<file path="config.mk">
export PLATFORM = sky130hd
export DESIGN_NAME = hdlc_rx_event_gen
export DESIGN_NICKNAME = d
export VERILOG_FILES = /design/src/rtl/hrx_pkg.sv /design/src/rtl/hrx_fifo.sv /design/src/rtl/hrx_frame_track.sv /design/src/rtl/hrx_irq_reg.sv /design/src/rtl/hdlc_rx_event_gen.sv
export SDC_FILE = /design/constraint.sdc
export NUM_CORES = 1
export LEC_CHECK = 0
export BUFFER_PORTS_ARGS = -buffer_cell sky130_fd_sc_hd__buf_2
export CORE_AREA = 2 2 219 221
export CTS_BUF_LIST = sky130_fd_sc_hd__clkbuf_8
export CTS_CLUSTER_DIAMETER = 80
export DETAILED_ROUTE_END_ITERATION = 6
export DIE_AREA = 0 0 221 223
export GPL_TIMING_DRIVEN = 1
export PLACE_DENSITY = 0.65
export SLEW_MARGIN = 0
export SYNTH_ARGS = -nofsm -noshare
export SYNTH_HDL_FRONTEND = slang
export SYNTH_SLANG_ARGS = --single-unit
</file>
<file path="constraint.sdc">
create_clock -name clk -period 5.5 [get_ports clk]
set_input_delay 0.275 -clock clk [delete_from_list [all_inputs] [get_ports clk]]
set_output_delay 0.275 -clock clk [all_outputs]
set_load 0.05 [all_outputs]
</file>
<file path="src/rtl/hrx_pkg.sv">
package hrx_pkg;
  localparam int unsigned RA_DATA = 0;
  localparam int unsigned RA_IRQ  = 1;
  localparam int unsigned RA_STAT = 2;
  localparam int unsigned RA_ADDR = 3;
  localparam int unsigned RA_CNTL = 4;
  localparam int unsigned RA_CNTH = 5;

  localparam int unsigned START_DELAY = 2;

  typedef struct packed {
    logic rfs;
    logic rdo;
    logic rme;
    logic rpf;
  } irq_t;

  // frame-start event is due when the running byte count reaches the delay
  function automatic logic start_due(input logic [15:0] n_after);
    return n_after == 16'(START_DELAY);
  endfunction

  // pool event when the fill before this store is the last slot of a pool
  function automatic logic pool_wrap(input int unsigned fill, input int unsigned pool);
    return fill == pool - 1;
  endfunction

  function automatic logic [7:0] stat_byte(input logic addr_frame, input logic ovf);
    return {6'b0, addr_frame, ovf};
  endfunction
endpackage

</file>
<file path="src/rtl/hrx_fifo.sv">
module hrx_fifo #(
  parameter int unsigned DEPTH = 64,
  parameter int unsigned W     = 8
) (
  input  logic         clk,
  input  logic         rst_n,
  input  logic         push,
  input  logic         pop,
  input  logic [W-1:0] din,
  output logic [W-1:0] dout,
  output logic         full,
  output logic         empty
);
  localparam int unsigned AW = (DEPTH > 1) ? $clog2(DEPTH) : 1;
  localparam int unsigned CW = AW + 1;

  logic [W-1:0]  mem [DEPTH];
  logic [AW-1:0] wr_ptr, rd_ptr;
  logic [CW-1:0] fill;
  logic          do_push, do_pop;

  assign full    = fill == CW'(DEPTH);
  assign empty   = fill == '0;
  assign do_push = push && !full;
  assign do_pop  = pop && !empty;
  assign dout    = mem[rd_ptr];

  function automatic logic [AW-1:0] nxt(input logic [AW-1:0] p);
    return (p == AW'(DEPTH - 1)) ? '0 : p + 1'b1;
  endfunction

  always_ff @(posedge clk) begin
    if (do_push) mem[wr_ptr] <= din;
  end

  always_ff @(posedge clk) begin
    if (!rst_n) begin
      wr_ptr <= '0;
      rd_ptr <= '0;
      fill   <= '0;
    end else begin
      if (do_push) wr_ptr <= nxt(wr_ptr);
      if (do_pop)  rd_ptr <= nxt(rd_ptr);
      fill <= fill + CW'(do_push) - CW'(do_pop);
    end
  end

  AST_FULL_HOLDS: assert property (@(posedge clk) disable iff (!rst_n)
    (full && !pop) |=> full);
  AST_EMPTY_HOLDS: assert property (@(posedge clk) disable iff (!rst_n)
    (empty && !push) |=> empty);
  AST_FILL_BOUND: assert property (@(posedge clk) disable iff (!rst_n)
    fill <= CW'(DEPTH));
endmodule

</file>
<file path="src/rtl/hrx_frame_track.sv">
module hrx_frame_track
  import hrx_pkg::*;
#(
  parameter int unsigned CNT_W = 12,
  parameter int unsigned POOL  = 32
) (
  input  logic             clk,
  input  logic             rst_n,
  input  logic             mode_addr,
  input  logic             start_ok,
  input  logic             byte_in,
  input  logic             eof_in,
  input  logic [7:0]       din,
  input  logic             fifo_full,
  output logic             push,
  output logic             ev_rfs,
  output logic             ev_rpf,
  output logic             ev_rme,
  output logic             ev_rdo,
  output logic [7:0]       addr_byte,
  output logic [7:0]       end_stat,
  output logic [CNT_W-1:0] end_cnt
);
  localparam int unsigned PW = (POOL > 1) ? $clog2(POOL) : 1;

  logic             in_frame_q, ovf_q, afr_q;
  logic [CNT_W-1:0] cnt_q;
  logic [PW-1:0]    pool_q;

  logic             frame_eff, take, ovf_nx, afr_base, ovf_base;
  logic [CNT_W-1:0] cnt_base, cnt_nx;
  logic [PW-1:0]    pool_base, pool_nx;

  always_comb begin
    frame_eff = start_ok || in_frame_q;
    cnt_base  = start_ok ? '0 : cnt_q;
    pool_base = start_ok ? '0 : pool_q;
    ovf_base  = start_ok ? 1'b0 : ovf_q;
    afr_base  = start_ok ? mode_addr : afr_q;
    take      = byte_in && frame_eff;
    cnt_nx    = take ? cnt_base + 1'b1 : cnt_base;
    push      = take && !fifo_full;
    ev_rdo    = take && fifo_full;
    ev_rfs    = take && start_due(16'(cnt_nx));
    ev_rpf    = push && pool_wrap(32'(pool_base), POOL);
    if (!push)       pool_nx = pool_base;
    else if (ev_rpf) pool_nx = '0;
    else             pool_nx = pool_base + 1'b1;
    ovf_nx    = ovf_base || ev_rdo;
    ev_rme    = eof_in && frame_eff;
  end

  always_ff @(posedge clk) begin
    if (!rst_n) begin
      in_frame_q <= 1'b0;
      cnt_q      <= '0;
      pool_q     <= '0;
      ovf_q      <= 1'b0;
      afr_q      <= 1'b0;
      addr_byte  <= '0;
      end_stat   <= '0;
      end_cnt    <= '0;
    end else begin
      in_frame_q <= frame_eff && !ev_rme;
      cnt_q      <= cnt_nx;
      pool_q     <= pool_nx;
      ovf_q      <= ovf_nx;
      afr_q      <= afr_base;
      if (take && cnt_nx == CNT_W'(1)) addr_byte <= din;
      if (ev_rme) begin
        end_stat <= stat_byte(afr_base, ovf_nx);
        end_cnt  <= cnt_nx;
      end
    end
  end

  AST_RFS_ON_SECOND: assert property (@(posedge clk) disable iff (!rst_n)
    ev_rfs |=> cnt_q == CNT_W'(2));
  AST_POOL_RESTART: assert property (@(posedge clk) disable iff (!rst_n)
    ev_rpf |=> pool_q == '0);
  AST_END_CLOSES: assert property (@(posedge clk) disable iff (!rst_n)
    ev_rme |=> !in_frame_q);
  AST_STAT_ONLY_AT_END: assert property (@(posedge clk) disable iff (!rst_n)
    !ev_rme |=> $stable(end_stat));
  AST_OVF_STAYS_OPEN: assert property (@(posedge clk) disable iff (!rst_n)
    (ev_rdo && !eof_in) |=> in_frame_q);
endmodule

</file>
<file path="src/rtl/hrx_irq_reg.sv">
module hrx_irq_reg #(
  parameter int unsigned N = 4
) (
  input  logic         clk,
  input  logic         rst_n,
  input  logic [N-1:0] set,
  input  logic         clr,
  output logic [N-1:0] q
);
  always_ff @(posedge clk) begin
    if (!rst_n) q <= '0;
    else        q <= (clr ? '0 : q) | set;
  end

  AST_SET_KEPT: assert property (@(posedge clk) disable iff (!rst_n)
    (|set) |=> ((q & $past(set)) == $past(set)));
  AST_CLEAR_ON_READ: assert property (@(posedge clk) disable iff (!rst_n)
    (clr && set == '0) |=> q == '0);
endmodule

</file>
<file path="src/rtl/hdlc_rx_event_gen.sv">
module hdlc_rx_event_gen
  import hrx_pkg::*;
#(
  parameter int unsigned DEPTH = 64,
  parameter int unsigned POOL  = 32,
  parameter int unsigned CNT_W = 12
) (
  input  logic       clk,
  input  logic       rst_n,
  input  logic       mode_addr,
  input  logic       rx_valid,
  input  logic [7:0] rx_byte,
  input  logic       rx_flag_start,
  input  logic       rx_addr_hit,
  input  logic       rx_end,
  input  logic       rd_en,
  input  logic [2:0] rd_addr,
  output logic [7:0] rd_data,
  output logic [3:0] irq_stat
);
  localparam int unsigned NIRQ = $bits(irq_t);

  logic             start_ok, push, fifo_full, fifo_empty, pop, clr;
  logic [7:0]       fifo_dout, addr_byte, end_stat;
  logic [CNT_W-1:0] end_cnt;
  logic [15:0]      cnt_ext;
  irq_t             ev, irq_q;
  logic [NIRQ-1:0]  irq_bits;

  assign start_ok = mode_addr ? rx_addr_hit : rx_flag_start;
  assign pop      = rd_en && rd_addr == 3'(RA_DATA);
  assign clr      = rd_en && rd_addr == 3'(RA_IRQ);
  assign cnt_ext  = 16'(end_cnt);

  hrx_frame_track #(.CNT_W(CNT_W), .POOL(POOL)) u_trk (
    .clk(clk), .rst_n(rst_n), .mode_addr(mode_addr), .start_ok(start_ok),
    .byte_in(rx_valid), .eof_in(rx_end), .din(rx_byte), .fifo_full(fifo_full),
    .push(push), .ev_rfs(ev.rfs), .ev_rpf(ev.rpf), .ev_rme(ev.rme), .ev_rdo(ev.rdo),
    .addr_byte(addr_byte), .end_stat(end_stat), .end_cnt(end_cnt)
  );

  hrx_fifo #(.DEPTH(DEPTH), .W(8)) u_fifo (
    .clk(clk), .rst_n(rst_n), .push(push), .pop(pop), .din(rx_byte),
    .dout(fifo_dout), .full(fifo_full), .empty(fifo_empty)
  );

  hrx_irq_reg #(.N(NIRQ)) u_irq (
    .clk(clk), .rst_n(rst_n), .set(ev), .clr(clr), .q(irq_bits)
  );

  assign irq_q    = irq_t'(irq_bits);
  assign irq_stat = irq_bits;

  always_comb begin
    unique case (rd_addr)
      3'(RA_DATA): rd_data = fifo_empty ? 8'h00 : fifo_dout;
      3'(RA_IRQ):  rd_data = 8'(irq_bits);
      3'(RA_STAT): rd_data = end_stat;
      3'(RA_ADDR): rd_data = addr_byte;
      3'(RA_CNTL): rd_data = cnt_ext[7:0];
      3'(RA_CNTH): rd_data = cnt_ext[15:8];
      default:     rd_data = 8'h00;
    endcase
  end

  AST_DROP_FLAGS: assert property (@(posedge clk) disable iff (!rst_n)
    (rx_valid && fifo_full && (start_ok || $past(1'b1))) && ev.rdo |=> irq_q.rdo);
  AST_NO_PUSH_FULL: assert property (@(posedge clk) disable iff (!rst_n)
    fifo_full |-> !push);
  AST_EMPTY_READS_ZERO: assert property (@(posedge clk) disable iff (!rst_n)
    (fifo_empty && rd_addr == 3'(RA_DATA)) |-> rd_data == 8'h00);
  AST_IDLE_ADDR_ZERO: assert property (@(posedge clk) disable iff (!rst_n)
    (rd_addr[2:1] == 2'b11) |-> rd_data == 8'h00);
endmodule

</file>
==> metrics.cfg, run 1 <==
[outcome]
run_status=complete, no violations

[clocking]
clock_latency_ps=680
numCtsBuffers=94
cts_hold_buf=2
clkSlewWorstSetupHoldPaths_ps=60
cts_root_buffer=clkbuf_8
clockBufferDepth=3
post_cts_buffers=0
cts.sinks=583
cts_tree=done
htreeDepth=3
cts_resized=0

[synthesis]
synth_ff_type=edfxtp_1
synth.cell_area_um2=23200
netlist_instances=1246
synth.distinct_cells=66
synth_edf_count=512
ys_top_cells_by_area=edfxtp_1, mux4_2, dfxtp_1
synth_common_cells=edfxtp_1, mux4_2, nor2_1
syn_area_per_cell_um2=18.6
async_flop_share=0
synth_top_area_frac=0.662
yosys.cell_count.top_type=edfxtp_1
ys_ff_latch=583
yosys_warnings=0
ys_seq_area_frac=0.723
yosysTopAreaCell=edfxtp_1
syn-num-nets=1280

[grt]
grt_pass1_wl_mm=76.2
grt-ovfl-total=0
antenna_found_initial=0
globalRouteTotalUtil=0.207
grt_pass1_vias=12200
grt_start_max_net_pins=66

[timing]
finalSetupTns_ps=0
fin_crit_ps=4210
period_share=0.765
skew_ps=26.3
setup_viol_count_final=0
rsz0062_at_grt=false
final-hold-violation-count=0
slew_violations=0
tightest_slew_ps=1240
slew_headroom=0.172
fmax_mhz=238

[placed_design]
dpl.cell_count=1845
place_congestion=0.805
numPortBuffers=30
hpwl_mm=30.5

[setup_path]
cp_max_fo=31
worstPathCellList=buf_4 > mux4_2 > mux4_2 > a22oi_1 > nand4_1 > buf_2
path_delay_family=multiplexers
crit_required_ps=5220
slowest_stage=dfxtp_4
startpoint_type=register
crit_path_end_kind=output port
critPathBufInv=2
crit_type=reg -> out
crit_arrival_ps=3930
cpPeakStageDelay_ps=770
r2r_start=u_fifo.fill[4]
timing.rr.end=u_fifo.fill[6]
reg2regPathDepth=17
reg2reg_slack_ps=1880
path_common_cell=mux4_2

[worst_hold_path]
holdPathStages=4
min_to=u_trk.afr_q
min_path_type=in -> reg
min_from=rx_addr_hit

[final_layout]
final_util=0.549
final_nets=1362
drive_above_1_share=0.257
antenna_cells=0
syn2layout_area_growth_pct=11.6
finalNonFillerCells=2024

[die]
rows=80
fp.dieArea_um2=49300
core_area_um2=47100
start_util=0.493
die_w_um=221
die_h_um=223
io_pins=31

[routing]
ant_nets=0
vias_per_cell=5.88
drc_errors=0
vias=11900
postRouteWirelength_mm=50.2
drtIter0Drc=1110
drt_pass1_iterations=5
routedWlPerCell_um=24.8

[power_and_ir_drop]
power.leakage_nw=8.11
vdd_ir_drop_max_v=0.000202
powerDensity_nw_per_um2=351

[flow_run]
maxCapViolCount=0

==> how the worst max path moves through the flow <==
stage / start / end / slack, ps / depth (start not counted)
2_1_floorplan: u_fifo.fill[4] / u_fifo.fill[6] / 2320 / 17
3_3_place_gp: u_fifo.fill[4] / u_fifo.fill[6] / 1910 / 17
3_5_place_dp: u_fifo.fill[4] / u_fifo.fill[6] / 1890 / 17
4_1_cts: register / rd_data[5] / 1200 / 6
5_1_grt: register / rd_data[5] / 1050 / 6
6_report: register / rd_data[5] / 1290 / 6
==> routing by layer <==
| layer | wire (um) | GRT usage | up-vias |
|---|---|---|---|
| met2 | 25100 | 0.341 | 367 |
| met4 | 956 | 0.0520 | 0 |
| met3 | 2870 | 0.0445 | 82 |
| met5 | 0 | 0 | - |
| li1 | - | - | 5187 |
| met1 | 21300 | 0.285 | 6260 |
==> tightest hold or removal path, cell delays in order <==
cell and delay (ps):
buf_2 90, o21ai_0 70, o21ai_0 110, and2_1 130
==> metrics by stage <==
step	worst slack, ps	power (mW)	instance area, um2	hold WS (ps)
after detailed placement	1890	5.55	24000	449
after global placement	1910	5.53	24000	441
final	1290	9.08	25900	64.8
after global routing	1050	9.40	25900	66.0
after CTS	1200	9.16	25900	8.15
after floorplan	2320	5.35	23200	354
==> registers in the layout (all words and copies together) (netlist names), 4 cells and up, named ones only <==
register	cells
u_fifo.mem	512
u_trk.cnt_q	12
u_trk.end_cnt	12
u_trk.addr_byte	8
u_fifo.fill	7
u_fifo.rd_ptr	6
u_fifo.wr_ptr	6
u_trk.pool_q	5
u_irq.q	4
==> layout by cell type (no fill, tap or decap), types with 18 or more instances in the layout <==
master / instances
clkinv_1: 25
nand2_1: 74
buf_2: 30
dfxtp_1: 67
nor2_1: 108
a22oi_1: 18
mux4_2: 160
clkbuf_8: 99
edfxtp_1: 512
inv_1: 45
a21oi_1: 39
==> kinds of logic (layout without fill, tap and decap cells) <==
logic type	after synthesis	count (layout)	synth area share
AO/OA/AOI/OAI	96	96	0.0258
XOR/XNOR	17	17	0.00641
adder cells (fa/ha/maj)	15	15	0.00841
buffers and inverters	85	248	0.0157
flip-flops	583	583	0.723
multiplexers	181	181	0.165
AND/OR/NAND/NOR	269	269	0.0558
==> power by group <==
| group | switching [mW] | internal [mW] |
|---|---|---|
| clock | 1.72 | 1.92 |
| combinational | 0.336 | 0.222 |
| sequential | 0.0378 | 4.85 |
==> cell type report <==
type                    count  area, um2
fillers                  3634      21200
flip-flops and latches    583      16800
multi-input cells         578       6070
clock buffers              99       1360
well taps                 615        769
clock inverters            78        483
repair buffers             51        338
inverters                  20       77.6
Power figures use the tool's default switching activity.
==> run 2, diff against run 1 <==
- PLACE_DENSITY: 0.65 -> 0.68
- clock period: 5.5 -> 3.75 ns (I/O delays scaled with it)
==> metrics.cfg, run 2 (synthesis gave the netlist of run 1 again) <==
[outcome]
run_status=complete, no violations

[setup_path]
startpoint_type=register
crit_type=reg -> out
cp_max_fo=47
crit_path_end_kind=output port
reg2reg_slack_ps=410
crit_arrival_ps=3450
reg2regPathDepth=17
crit_required_ps=3560

[routing]
routedWlPerCell_um=24.5
vias_per_cell=5.88
vias=12300
drc_errors=0
drtIter0Drc=1323
drt_pass1_iterations=5
ant_nets=0
postRouteWirelength_mm=51.4

[timing]
setup_slack_ps=117
hold_ws_ps=61.1
skew_ps=23.5
finalSetupTns_ps=0
tightest_slew_ps=1160
slew_headroom=0.221
slew_violations=0
period_share=0.969
fmax_mhz=275
setup_viol_count_final=0
final-hold-violation-count=0
fin_crit_ps=3630
rsz0062_at_grt=false

[flow_run]
maxCapViolCount=0

[final_layout]
mostFrequentLayoutCells=edfxtp_1, mux4_2, nor2_1
final_nets=1438
reg.largest.list=u_fifo.mem x512, u_trk.cnt_q x12, u_trk.end_cnt x12
drive_above_1_share=0.291
largest_reg_flops=512
regMostFlops=u_fifo.mem
layout_commonest_cell=edfxtp_1
syn2layout_area_growth_pct=14.5
finalNonFillerCells=2095

[clocking]
clock_latency_ps=670
cts_tree=done
clkSlewWorstSetupHoldPaths_ps=60
clockBufferDepth=3
cts.sinks=583
numCtsBuffers=94
cts_root_buffer=clkbuf_8
htreeDepth=3

[grt]
grt_pass1_vias=12400
antenna_found_initial=2
globalRouteTotalUtil=0.211
grt_pass1_wl_mm=76.7
grt_start_max_net_pins=66
grt-ovfl-total=0

[power_and_ir_drop]
powerDensity_nw_per_um2=504
p_sw_frac=0.224
p_int_mw=10.4
pwr-share-comb=0.064
pwr-share-clk=0.402
vdd_ir_drop_max_v=0.000289
p_total_mw=13.4
power.leakage_nw=8.56
seqPwrFrac=0.534
p_switching_mw=3.00

[placed_design]
place_congestion=0.844
numPortBuffers=30
dpl.cell_count=1916
place_worst_setup_slack_ps=457
hpwl_mm=31.6

[die]
die_h_um=223
die_w_um=221
rows=80
core_area_um2=47100
start_util=0.493
fp.dieArea_um2=49300
io_pins=31

[worst_hold_path]
holdPathStages=1
min_path_type=in -> reg

## run 2: cell types whose count changed in the layout (fill, tap and decap cells not counted), sizes merged
cell         before  now
diode             0    2
bufinv            5    6
clkbuf           99  103
inv              49   59
clkinv           42   20
dlygate4sd3       2    7
buf              49  120
## run 2: layer usage
metal  routed length (um)  up-vias  global-route usage
li1                     -     5329                   -
met1                21400     6477               0.285
met2                25400      425               0.341
met3                 3250       81              0.0495
met4                 1310        0              0.0745
met5                    0        -                   0
## run 2: path summary, 6_finish.rpt
check,start,end
setup reg to reg,u_fifo.fill[5],u_fifo.fill[6]
hold / removal,rx_byte[6],u_fifo.mem[19][6]
setup / recovery,register,rd_data[6]
hold reg to reg,u_trk.addr_byte[1],u_trk.addr_byte[1]
## run 2: cell type report
type | count | area (um2)
clock buffer | 103 | 1420
sequential | 583 | 16800
inverter | 20 | 77.6
clock inverter | 67 | 450
tap | 615 | 769
fill | 3507 | 20600
timing repair buffer | 127 | 991
antenna | 2 | 5.00
multi-input combinational | 578 | 6070
## run 2: worst max-delay path: stages, from the launching register on
cell     delay, ps
dfxtp_4        400
buf_16         310
mux4_2         620
mux4_2         550
a22oi_1        380
nand4_1        190
buf_2          250
## run 2: metrics by stage
step | util | area [um2]
3_5_place_dp | 0.522 | 24600
5_1_grt | 0.564 | 26600
4_1_cts | 0.563 | 26600
3_3_place_gp | 0.522 | 24600
2_1_floorplan | - | 23200
6_report | 0.564 | 26600
## run 2: power groups by stage
| stage | registers [mW] | clock network (mW) | logic [mW] |
|---|---|---|---|
| after floorplan | 7.29 | 0 | 0.560 |
| after global placement | 7.29 | 0 | 0.827 |
| after detailed placement | 7.30 | 0 | 0.855 |
| after CTS | 7.16 | 5.51 | 0.865 |
| after global routing | 7.17 | 5.77 | 0.933 |
| final | 7.16 | 5.39 | 0.856 |
## run 2: timing repair
| item | 4_1_cts | 5_1_grt |
|---|---|---|
| hold buffers | 7 | 0 |
| endpoints found under the setup margin | 0 | 2 |
| endpoints found under the hold margin | 45 | 0 |
| setup buffers | 0 | 0 |
| gates resized for setup | 0 | 3 |
